<file path="src/rtl/adb_pkg.sv">
`timescale 1ns/1ps
package adb_pkg;
  typedef enum logic [1:0] {
    ARB_IDLE   = 2'd0,
    ARB_HOST   = 2'd1,
    ARB_CARD   = 2'd2,
    ARB_SETTLE = 2'd3
  } arb_state_e;

  typedef enum logic {
    SIDE_HOST = 1'b0,
    SIDE_CARD = 1'b1
  } side_e;
endpackage

</file>
<file path="src/rtl/adb_rst_sync.sv">
`timescale 1ns/1ps
module adb_rst_sync (
  input  logic clk,
  input  logic rst_n,
  output logic rst_n_sync
);
  logic [1:0] stage_q;

  always_ff @(posedge clk or negedge rst_n) begin
    if (!rst_n) stage_q <= 2'b00;
    else        stage_q <= {stage_q[0], 1'b1};
  end

  assign rst_n_sync = stage_q[1];
endmodule

</file>
<file path="src/rtl/adb_sampler.sv">
`timescale 1ns/1ps
module adb_sampler #(
  parameter int STAGES = 2
) (
  input  logic clk,
  input  logic rst_n,
  input  logic line_i,
  output logic level_o,
  output logic fall_o
);
  logic [STAGES-1:0] chain_q;
  logic [STAGES-1:0] chain_d;
  logic              prev_q;

  generate
    if (STAGES == 1) begin : g_single
      assign chain_d = line_i;
    end else begin : g_chain
      assign chain_d = {chain_q[STAGES-2:0], line_i};
    end
  endgenerate

  always_ff @(posedge clk or negedge rst_n) begin
    if (!rst_n) begin
      chain_q <= '1;
      prev_q  <= 1'b1;
    end else begin
      chain_q <= chain_d;
      prev_q  <= chain_q[STAGES-1];
    end
  end

  assign level_o = chain_q[STAGES-1];
  assign fall_o  = prev_q & ~chain_q[STAGES-1];
endmodule

</file>
<file path="src/rtl/adb_arbiter.sv">
`timescale 1ns/1ps
module adb_arbiter
  import adb_pkg::*;
(
  input  logic clk,
  input  logic rst_n,
  input  logic enable,
  input  logic lvl_host,
  input  logic lvl_card,
  output logic host_pull_o,
  output logic card_pull_o,
  output logic start_host_o,
  output logic start_card_o
);
  arb_state_e state_q, state_d;
  logic       host_pull_q, host_pull_d;
  logic       card_pull_q, card_pull_d;

  always_comb begin
    state_d     = state_q;
    host_pull_d = 1'b0;
    card_pull_d = 1'b0;
    if (!enable) begin
      // shutdown: hold the card end low, wait for both ends high afterwards
      state_d     = ARB_SETTLE;
      card_pull_d = 1'b1;
    end else begin
      case (state_q)
        ARB_IDLE: begin
          if (!lvl_host) begin          // host wins a tie
            state_d     = ARB_HOST;
            card_pull_d = 1'b1;
          end else if (!lvl_card) begin
            state_d     = ARB_CARD;
            host_pull_d = 1'b1;
          end
        end
        ARB_HOST: begin
          if (lvl_host) state_d     = ARB_SETTLE;
          else          card_pull_d = 1'b1;
        end
        ARB_CARD: begin
          if (lvl_card) state_d     = ARB_SETTLE;
          else          host_pull_d = 1'b1;
        end
        default: begin
          if (lvl_host && lvl_card) state_d = ARB_IDLE;
        end
      endcase
    end
  end

  always_ff @(posedge clk or negedge rst_n) begin
    if (!rst_n) begin
      state_q     <= ARB_SETTLE;
      host_pull_q <= 1'b0;
      card_pull_q <= 1'b0;
    end else begin
      state_q     <= state_d;
      host_pull_q <= host_pull_d;
      card_pull_q <= card_pull_d;
    end
  end

  assign host_pull_o  = host_pull_q;
  assign card_pull_o  = card_pull_q;
  assign start_card_o = enable && (state_q == ARB_HOST) && lvl_host;
  assign start_host_o = enable && (state_q == ARB_CARD) && lvl_card;

  // never pull both ends at once
  p_excl_pull_r2: assert property (@(posedge clk) disable iff (!rst_n)
    !(host_pull_q && card_pull_q));

  // the mirror holds while the host keeps its line low
  p_hold_r2: assert property (@(posedge clk) disable iff (!rst_n)
    (enable && state_q == ARB_HOST && !lvl_host) |=> card_pull_q);

  // simultaneous lows go to the host side
  p_host_prio_r4: assert property (@(posedge clk) disable iff (!rst_n)
    (enable && state_q == ARB_IDLE && !lvl_host && !lvl_card) |=> (card_pull_q && !host_pull_q));

  // nothing is mirrored while waiting for both ends high
  p_settle_quiet_r7: assert property (@(posedge clk) disable iff (!rst_n)
    (enable && state_q == ARB_SETTLE) |=> (!host_pull_q && !card_pull_q));

  // shutdown pull pattern
  p_disable_r8: assert property (@(posedge clk) disable iff (!rst_n)
    !enable |=> (card_pull_q && !host_pull_q));
endmodule

</file>
<file path="src/rtl/adb_oneshot.sv">
`timescale 1ns/1ps
module adb_oneshot
  import adb_pkg::*;
#(
  parameter int PULSE_W = 2
) (
  input  logic clk,
  input  logic rst_n,
  input  logic enable,
  input  logic start_host,
  input  logic start_card,
  input  logic cancel,
  output logic boost_host,
  output logic boost_card
);
  localparam int CW = $clog2(PULSE_W + 1);

  logic [CW-1:0] cnt_q, cnt_d;
  side_e         side_q, side_d;
  logic          active;

  always_comb begin
    cnt_d  = cnt_q;
    side_d = side_q;
    if (!enable) begin
      cnt_d = '0;
    end else if (start_host || start_card) begin
      cnt_d  = CW'(PULSE_W);
      side_d = start_card ? SIDE_CARD : SIDE_HOST;
    end else if (cancel) begin
      cnt_d = '0;
    end else if (cnt_q != '0) begin
      cnt_d = cnt_q - CW'(1);
    end
  end

  always_ff @(posedge clk or negedge rst_n) begin
    if (!rst_n) begin
      cnt_q  <= '0;
      side_q <= SIDE_HOST;
    end else begin
      cnt_q  <= cnt_d;
      side_q <= side_d;
    end
  end

  assign active     = (cnt_q != '0);
  assign boost_host = active && (side_q == SIDE_HOST);
  assign boost_card = active && (side_q == SIDE_CARD);

  // a release launches the strobe on the far side
  p_start_r5: assert property (@(posedge clk) disable iff (!rst_n)
    (enable && start_card) |=> boost_card);

  // a new fall kills a running pulse
  p_cancel_r6: assert property (@(posedge clk) disable iff (!rst_n)
    (enable && cancel && !start_host && !start_card) |=> (!boost_host && !boost_card));
endmodule

</file>
<file path="src/rtl/adb_fwd.sv">
`timescale 1ns/1ps
module adb_fwd #(
  parameter int CH = 2
) (
  input  logic          clk,
  input  logic          rst_n,
  input  logic          enable,
  input  logic [CH-1:0] din,
  output logic [CH-1:0] dout
);
  for (genvar g = 0; g < CH; g++) begin : g_ch
    logic q;
    always_ff @(posedge clk or negedge rst_n) begin
      if (!rst_n) q <= 1'b0;
      else        q <= enable & din[g];
    end
    assign dout[g] = q;
  end

  // card-side channels are parked low in shutdown
  p_fwd_off_r8: assert property (@(posedge clk) disable iff (!rst_n)
    !enable |=> (dout == '0));

  // one-cycle pass-through while enabled
  p_fwd_follow_r9: assert property (@(posedge clk) disable iff (!rst_n)
    enable |=> (dout == $past(din)));
endmodule

</file>
<file path="src/rtl/od_bridge_ctrl.sv">
`timescale 1ns/1ps
module od_bridge_ctrl #(
  parameter int SYNC_STAGES = 2,
  parameter int PULSE_W     = 2
) (
  input  logic clk,
  input  logic rst_n,
  input  logic enable,
  input  logic host_line_i,
  input  logic card_line_i,
  output logic host_pull_o,
  output logic card_pull_o,
  output logic host_boost_o,
  output logic card_boost_o,
  input  logic host_rst_i,
  input  logic host_clk_i,
  output logic card_rst_o,
  output logic card_clk_o
);
  localparam int NLINE  = 2;
  localparam int FWD_CH = 2;

  logic             rst_i;
  logic [NLINE-1:0] line_in, lvl, fall;
  logic             start_host, start_card;
  logic [FWD_CH-1:0] fwd_out;

  adb_rst_sync u_rst (.clk(clk), .rst_n(rst_n), .rst_n_sync(rst_i));

  assign line_in = {card_line_i, host_line_i};

  for (genvar g = 0; g < NLINE; g++) begin : g_line
    adb_sampler #(.STAGES(SYNC_STAGES)) u_smp (
      .clk(clk), .rst_n(rst_i), .line_i(line_in[g]),
      .level_o(lvl[g]), .fall_o(fall[g])
    );
  end

  adb_arbiter u_arb (
    .clk(clk), .rst_n(rst_i), .enable(enable),
    .lvl_host(lvl[0]), .lvl_card(lvl[1]),
    .host_pull_o(host_pull_o), .card_pull_o(card_pull_o),
    .start_host_o(start_host), .start_card_o(start_card)
  );

  adb_oneshot #(.PULSE_W(PULSE_W)) u_boost (
    .clk(clk), .rst_n(rst_i), .enable(enable),
    .start_host(start_host), .start_card(start_card),
    .cancel(|fall),
    .boost_host(host_boost_o), .boost_card(card_boost_o)
  );

  adb_fwd #(.CH(FWD_CH)) u_fwd (
    .clk(clk), .rst_n(rst_i), .enable(enable),
    .din({host_clk_i, host_rst_i}), .dout(fwd_out)
  );

  assign card_rst_o = fwd_out[0];
  assign card_clk_o = fwd_out[1];

  // the card strobe starts exactly when the card mirror lets go
  p_boost_release_r5: assert property (@(posedge clk) disable iff (!rst_i)
    $rose(card_boost_o) |-> ($past(card_pull_o) && !card_pull_o));

  // everything quiet under reset
  always_comb begin
    if (!rst_i) begin
      p_reset_quiet_r1: assert (!host_pull_o && !card_pull_o && !host_boost_o &&
                                !card_boost_o && !card_rst_o && !card_clk_o);
    end
  end
endmodule

</file>
<file path="config.mk">
export PLATFORM = sky130hd
export DESIGN_NAME = od_bridge_ctrl
export DESIGN_NICKNAME = d
export VERILOG_FILES = /design/src/rtl/adb_pkg.sv /design/src/rtl/adb_rst_sync.sv /design/src/rtl/adb_sampler.sv /design/src/rtl/adb_arbiter.sv /design/src/rtl/adb_oneshot.sv /design/src/rtl/adb_fwd.sv /design/src/rtl/od_bridge_ctrl.sv
export SDC_FILE = /design/constraint.sdc
export NUM_CORES = 1
export LEC_CHECK = 0
export CAP_MARGIN = 20
export CORE_MARGIN = 5
export CORE_UTILIZATION = 23
export CTS_CLUSTER_SIZE = 30
export DETAILED_ROUTE_END_ITERATION = 12
export GPL_ROUTABILITY_DRIVEN = 0
export PLACE_DENSITY_LB_ADDON = 0.05
export SLEW_MARGIN = 10
export SYNTH_ARGS = -nofsm -noshare
export SYNTH_HDL_FRONTEND = slang
export SYNTH_HIERARCHICAL = 1
export SYNTH_SLANG_ARGS = --single-unit
</file>
<file path="constraint.sdc">
create_clock -name clk -period 0.95 [get_ports clk]
set_input_delay 0.19 -clock clk [delete_from_list [all_inputs] [get_ports clk]]
set_output_delay 0.19 -clock clk [all_outputs]
set_load 0.005 [all_outputs]
</file>
==> Yosys cells after proc, flatten, opt, wreduce, memory -nomap -nowiden <==
Index checks and enable logic that the tools add are counted.
{ "word_totals": {"ff_bits": 17, "latchBits": 0, "mem_bits_rw": 0, "mem_bits_ro": 0, "inputBits": 7, "output_inout_bits": 6, "word_cells": 60, "mem_count": 0} }
{ "classes": {"add_sub_neg": 1, "n_mul": 0, "n_div": 0, "n_lt_le_gt_ge": 0, "n_eq_ne": 7, "n_shift": 0, "mux": 19, "bitwise_logic": 7, "n_reduce_logical": 14} }
{ "op_table": {"columns": ["op", "n"], "rows": [
  ["$mux W2", 10],
  ["$logic_and A1 B1 Y1", 7],
  ["$mux W1", 7],
  ["$ne A3 B3 Y1 const B", 2],
  ["$pmux W2 S3", 1],
  ["$ne A5 B1 Y1 const B", 1],
  ["$and A1 B1 Y1", 4],
  ["$ne A4 B1 Y1 const B", 1],
  ["$ne A4 B4 Y1 const B", 1],
  ["$reduce_and A4 Y1", 1],
  ["$reduce_or A2 Y1", 2],
  ["$not A1 Y1", 3],
  ["$eq A2 B1 Y1 const B", 1],
  ["$eq A2 B2 Y1 const B", 1],
  ["$logic_not A2 Y1", 1],
  ["$pmux W1 S2", 1],
  ["$reduce_and A2 Y1", 1],
  ["$reduce_bool A2 Y1", 1],
  ["$sub A2 B1 Y2 const B", 1],
  ["$logic_or A1 B1 Y1", 1]
]} }

==> Depth between registers and ports, before layout <==
{ "logic_depth": {"ltp_word": 6, "mapped_depth": 6, "depth_no_buf": 6} }

==> By module <==
Netlist, hierarchy kept.
{ "modules_own_cells": {"columns": ["module", "n_inst", "cells_each", "area_per_inst_um2", "seq_area_each_um2"], "rows": [
  ["adb_arbiter", 1, 34, 324.1, 102.6],
  ["adb_sampler", 2, 4, 92.6, 78.8],
  ["adb_oneshot", 1, 17, 177.7, 75.1],
  ["adb_fwd", 1, 6, 77.6, 50.0],
  ["adb_rst_sync", 1, 3, 53.8, 50.0],
  ["od_bridge_ctrl", 1, 1, 6.3, 0.0]
]} }

==> Worst setup path after synthesis <==
No wires, ideal clock.
{ "synth_path": {"path_kind": "reg-to-reg", "from": "register u_arb.state_q[0]", "to": "register u_arb.state_q[0]", "setup_time_ns": 0.094, "arrival_ns": 1.456, "required_time_ns": 0.856, "path_slack_ns": -0.600, "path_stages_with_launch": 7, "path_buffers": 0, "period_less_slack_ns": 1.550, "cell_sequence": "dfstp_2 -> inv_1 -> ha_1 -> nor2_1 -> nand3_2 -> nor4bb_1 -> a311oi_1"} }
{ "synth_via": {"elab_chain_len": 3, "elab_cells_between_ends": 10, "cone_classes": "eq/ne (6); mux (2); reduce/logical (2)"} }
{ "synth_lines": {"columns": ["item", "line", "rtl"], "rows": [
  ["start: declaration", "adb_arbiter.sv:15", "arb_state_e state_q, state_d;"],
  ["start signal: assignment", "adb_arbiter.sv:59", "state_q <= state_d;"],
  ["$eq A2 B2 Y1, or another cell as far along", "adb_arbiter.sv:28", "case (state_q)"],
  ["$ne A5 B1 Y1 (no line), or another cell as far along", null, null],
  ["$reduce_and A4 Y1 (no line) or $mux W2 (tied branches)", null, null]
]} }
Several ways; a longest one is shown, not always the timed one.
A chain may end at the register's enable or synchronous reset.

==> Final worst setup path <==
{ "layout_path": {"from": "register u_arb.state_q[1]", "to": "register u_arb.state_q[0]"} }
Same word-level chain as after synthesis.

==> results.toml <==
[outcome]
status = "finished with violations"
violations = "negative setup slack"

[route]
wl_per_cell_um = 11.2
wirelength_mm = 1.65
drt-initial-drc-count = 14
first_pass_iters = 2
ant_nets = 0
vias = 606
drc_errors = 0
vias_per_cell = 4.12

[cts]
numCtsBuffers = 3
cts_buffer_depth = 2
cts.sinks = 17
cts_tree = "built"
insertion_delay_ps = 300
cts_htree_levels = 1
root_buffer = "clkbuf_4"
cts_hold_buf = 0
path_clk_slew_ps = 110

[critical_path]
r2r_start = "u_arb/state_q[1]$_DFFE_PN1P_"
cp_cell_sequence = "inv_4, ha_4, nor2_4, nand3_2, buf_4, nor2_1, a311oi_1"
r2r-end = "u_arb/state_q[0]$_DFFE_PN1P_"
cp_data_arrival_time_ps = 1760
critPathRequiredTime_ps = 1150
critPathKind = "flop to flop"
crit_start = "u_arb/state_q[1]$_DFFE_PN1P_"
startpoint_type = "flop"
critPathSlowestCell = "dfstp_2"
cp-end-kind = "flop"
slowest_delay_ps = 590
rr_worst_depth = 7
ff2ff_setup_slack_ps = -610
path_max_fanout = 4

[sta]
setup_viol = 13
timing.final.crit_share_pct = 164
slew_violations = 0
layout_min_cycle_time_ps = 1560
setup_tns_ps = -3680
whs_ps = 39.3
fin_ws_ps = -609
clock.fmax_ghz = 0.641
clock_skew_ps = 1.16
hold_viol = 0
rsz0062_at_grt = "true"

[global_routing]
overflow = 0
grt_usage_pct = 7.75
grt_antenna_before_repair = 0
grt_pass1_wl_mm = 2.96
grt_max_degree = 16
grt_pass1_vias = 664

[logic_synthesis]
yosysUniqueCellTypes = 30
synthTopCellsByArea = "dfrtp_1, dfstp_2, ha_1"
synthArstFlopShare_pct = 100
synth-xor-area-share_pct = 1.06
synth_seq_cells = 17
yosysSeqAreaShare_pct = 52.8
syn_inst = 69
synth_top_area_cell = "dfrtp_1"
yosysMostFrequentCell = "dfrtp_1"
syn-num-nets = 82
synth_warnings = 6
synth_top_family_by_area = "simple AND/OR/NAND/NOR gates"
syn_area_um2 = 825
synth_enable_flop_cells = 0
synth_top_area_share_pct = 27.3
synthFlopType = "dfrtp_1"
synthMuxAreaShare_pct = 0
syn_area_per_cell_um2 = 11.9
yosys.area_share.simple_pct = 20.2
netlist_top_cells_count = "dfrtp_1, dfstp_2, inv_1"
synth-adder-area-share_pct = 9.10
synth_compound_area_share_pct = 11.4

[cells_and_area]
fillers = 360
fin_nets = 115
area_delta_synth_final_pct = 50.1
ff_latch_area_um2 = 435
drive_gt1_share_pct = 59.4
antenna_cells = 0
fin_util_pct = 36.2
multi_input_area_um2 = 433

[min_path]
hold_class = "input port to async pin"

[floorplanning]
initial_core_util_pct = 24.1
rows = 21
die_y_um = 69.9
dieWidth_um = 69.9
die-area_mm2 = 0.00488
core_mm2 = 0.00342
pin_count = 13

[power]
peakVddDrop_v = 0.00102
leakagePower_nw = 0.531
p_per_area_mw_per_mm2 = 2280

[placed_design]
pre_cts_slack_ps = -607
port_buffers = 12
dpl.hpwl_mm = 1.20

[job]
drv_cap = 0
==> critical path, delay by kind of cell (launching register included) <==
kind | cells | cell delay [ps]
compound gates | 1 | 270
fa+ha+maj | 1 | 280
buf+inv | 2 | 180
flops | 1 | 590
simple gates | 3 | 140
==> cell families after synthesis <==
logic type | count (synthesis)
fa+ha+maj | 6
other cells | 1
compound gates | 12
buf+inv | 9
xor+xnor | 1
simple gates | 23
flops | 17
==> where the power goes <==
part           internal (mW)  leakage [nW]  switching, mW
Clock                  0.160        0.0139          0.261
Sequential             0.881         0.198         0.0868
Combinational          0.800         0.319          0.633
Total                   1.84         0.531          0.981
==> flip-flops by register name, indices dropped and copies added, names as in the netlist <==
name and cells:
g_line.u_smp/chain_q 4, g_line.u_smp/prev_q 2, u_arb/card_pull_o 1, u_arb/host_pull_o 1, u_arb/state_q 2, u_boost/cnt_q 2
u_boost/side_q 1, u_fwd/g_ch.q 2, u_rst/stage_q 2
==> placed cells by master (no fill, tap or decap), types with 3 or more instances in the layout <==
| cell | Yosys | final |
|---|---|---|
| clkbuf_4 | 0 | 3 |
| dfstp_2 | 8 | 8 |
| inv_2 | 0 | 3 |
| dfrtp_1 | 9 | 9 |
| buf_2 | 0 | 6 |
| ha_4 | 0 | 3 |
| buf_4 | 2 | 16 |
| nor2b_1 | 3 | 3 |
| a21oi_1 | 3 | 3 |
| clkdlybuf4s50_1 | 0 | 6 |
==> how the worst max path moves through the flow <==
stage | slack, ps | cells after the start | to
after floorplan | -490 | 6 | u_arb/state_q[0]$_DFFE_PN1P_
after global placement | -580 | 6 | u_arb/state_q[0]$_DFFE_PN1P_
after detailed placement | -610 | 6 | u_arb/state_q[0]$_DFFE_PN1P_
after CTS | -600 | 7 | u_arb/state_q[0]$_DFFE_PN1P_
after global routing | -710 | 6 | u_arb/state_q[0]$_DFFE_PN1P_
final | -610 | 7 | u_arb/state_q[0]$_DFFE_PN1P_
==> repair_timing <==
| action | in CTS | in global routing |
|---|---|---|
| gates cloned | 0 | 0 |
| pin swaps | 4 | 1 |
| endpoints found under the setup margin | 13 | 14 |
| resized for setup | 32 | 7 |
| setup buffers | 1 | 1 |
==> metrics by stage <==
stage               std cells  power, mW  cell area (um^2)
finish                    147       2.82              1240
global route              147       3.07              1240
CTS                       146       2.75              1200
detailed placement        141       2.20              1170
global placement          141       2.22              1170
floorplan                  69       1.68               860
==> routing by layer <==
metal,wire [um],track usage (%),vias to the layer above
li1,-,-,296
met1,740,8.73,296
met2,801,12.4,10
met3,67,2.01,4
met4,40,5.96,0
met5,0,0,-
==> cell type report <==
class                   instances  share of cell area, %
flip-flops and latches         17                   35.2
multi-input cells              43                   35.0
repair buffers                 30                   20.2
well taps                      46                   4.65
inverters                       7                   2.53
clock buffers                   3                   1.82
clock inverters                 1                  0.607
No activity file was read; power rests on OpenSTA's default activity.
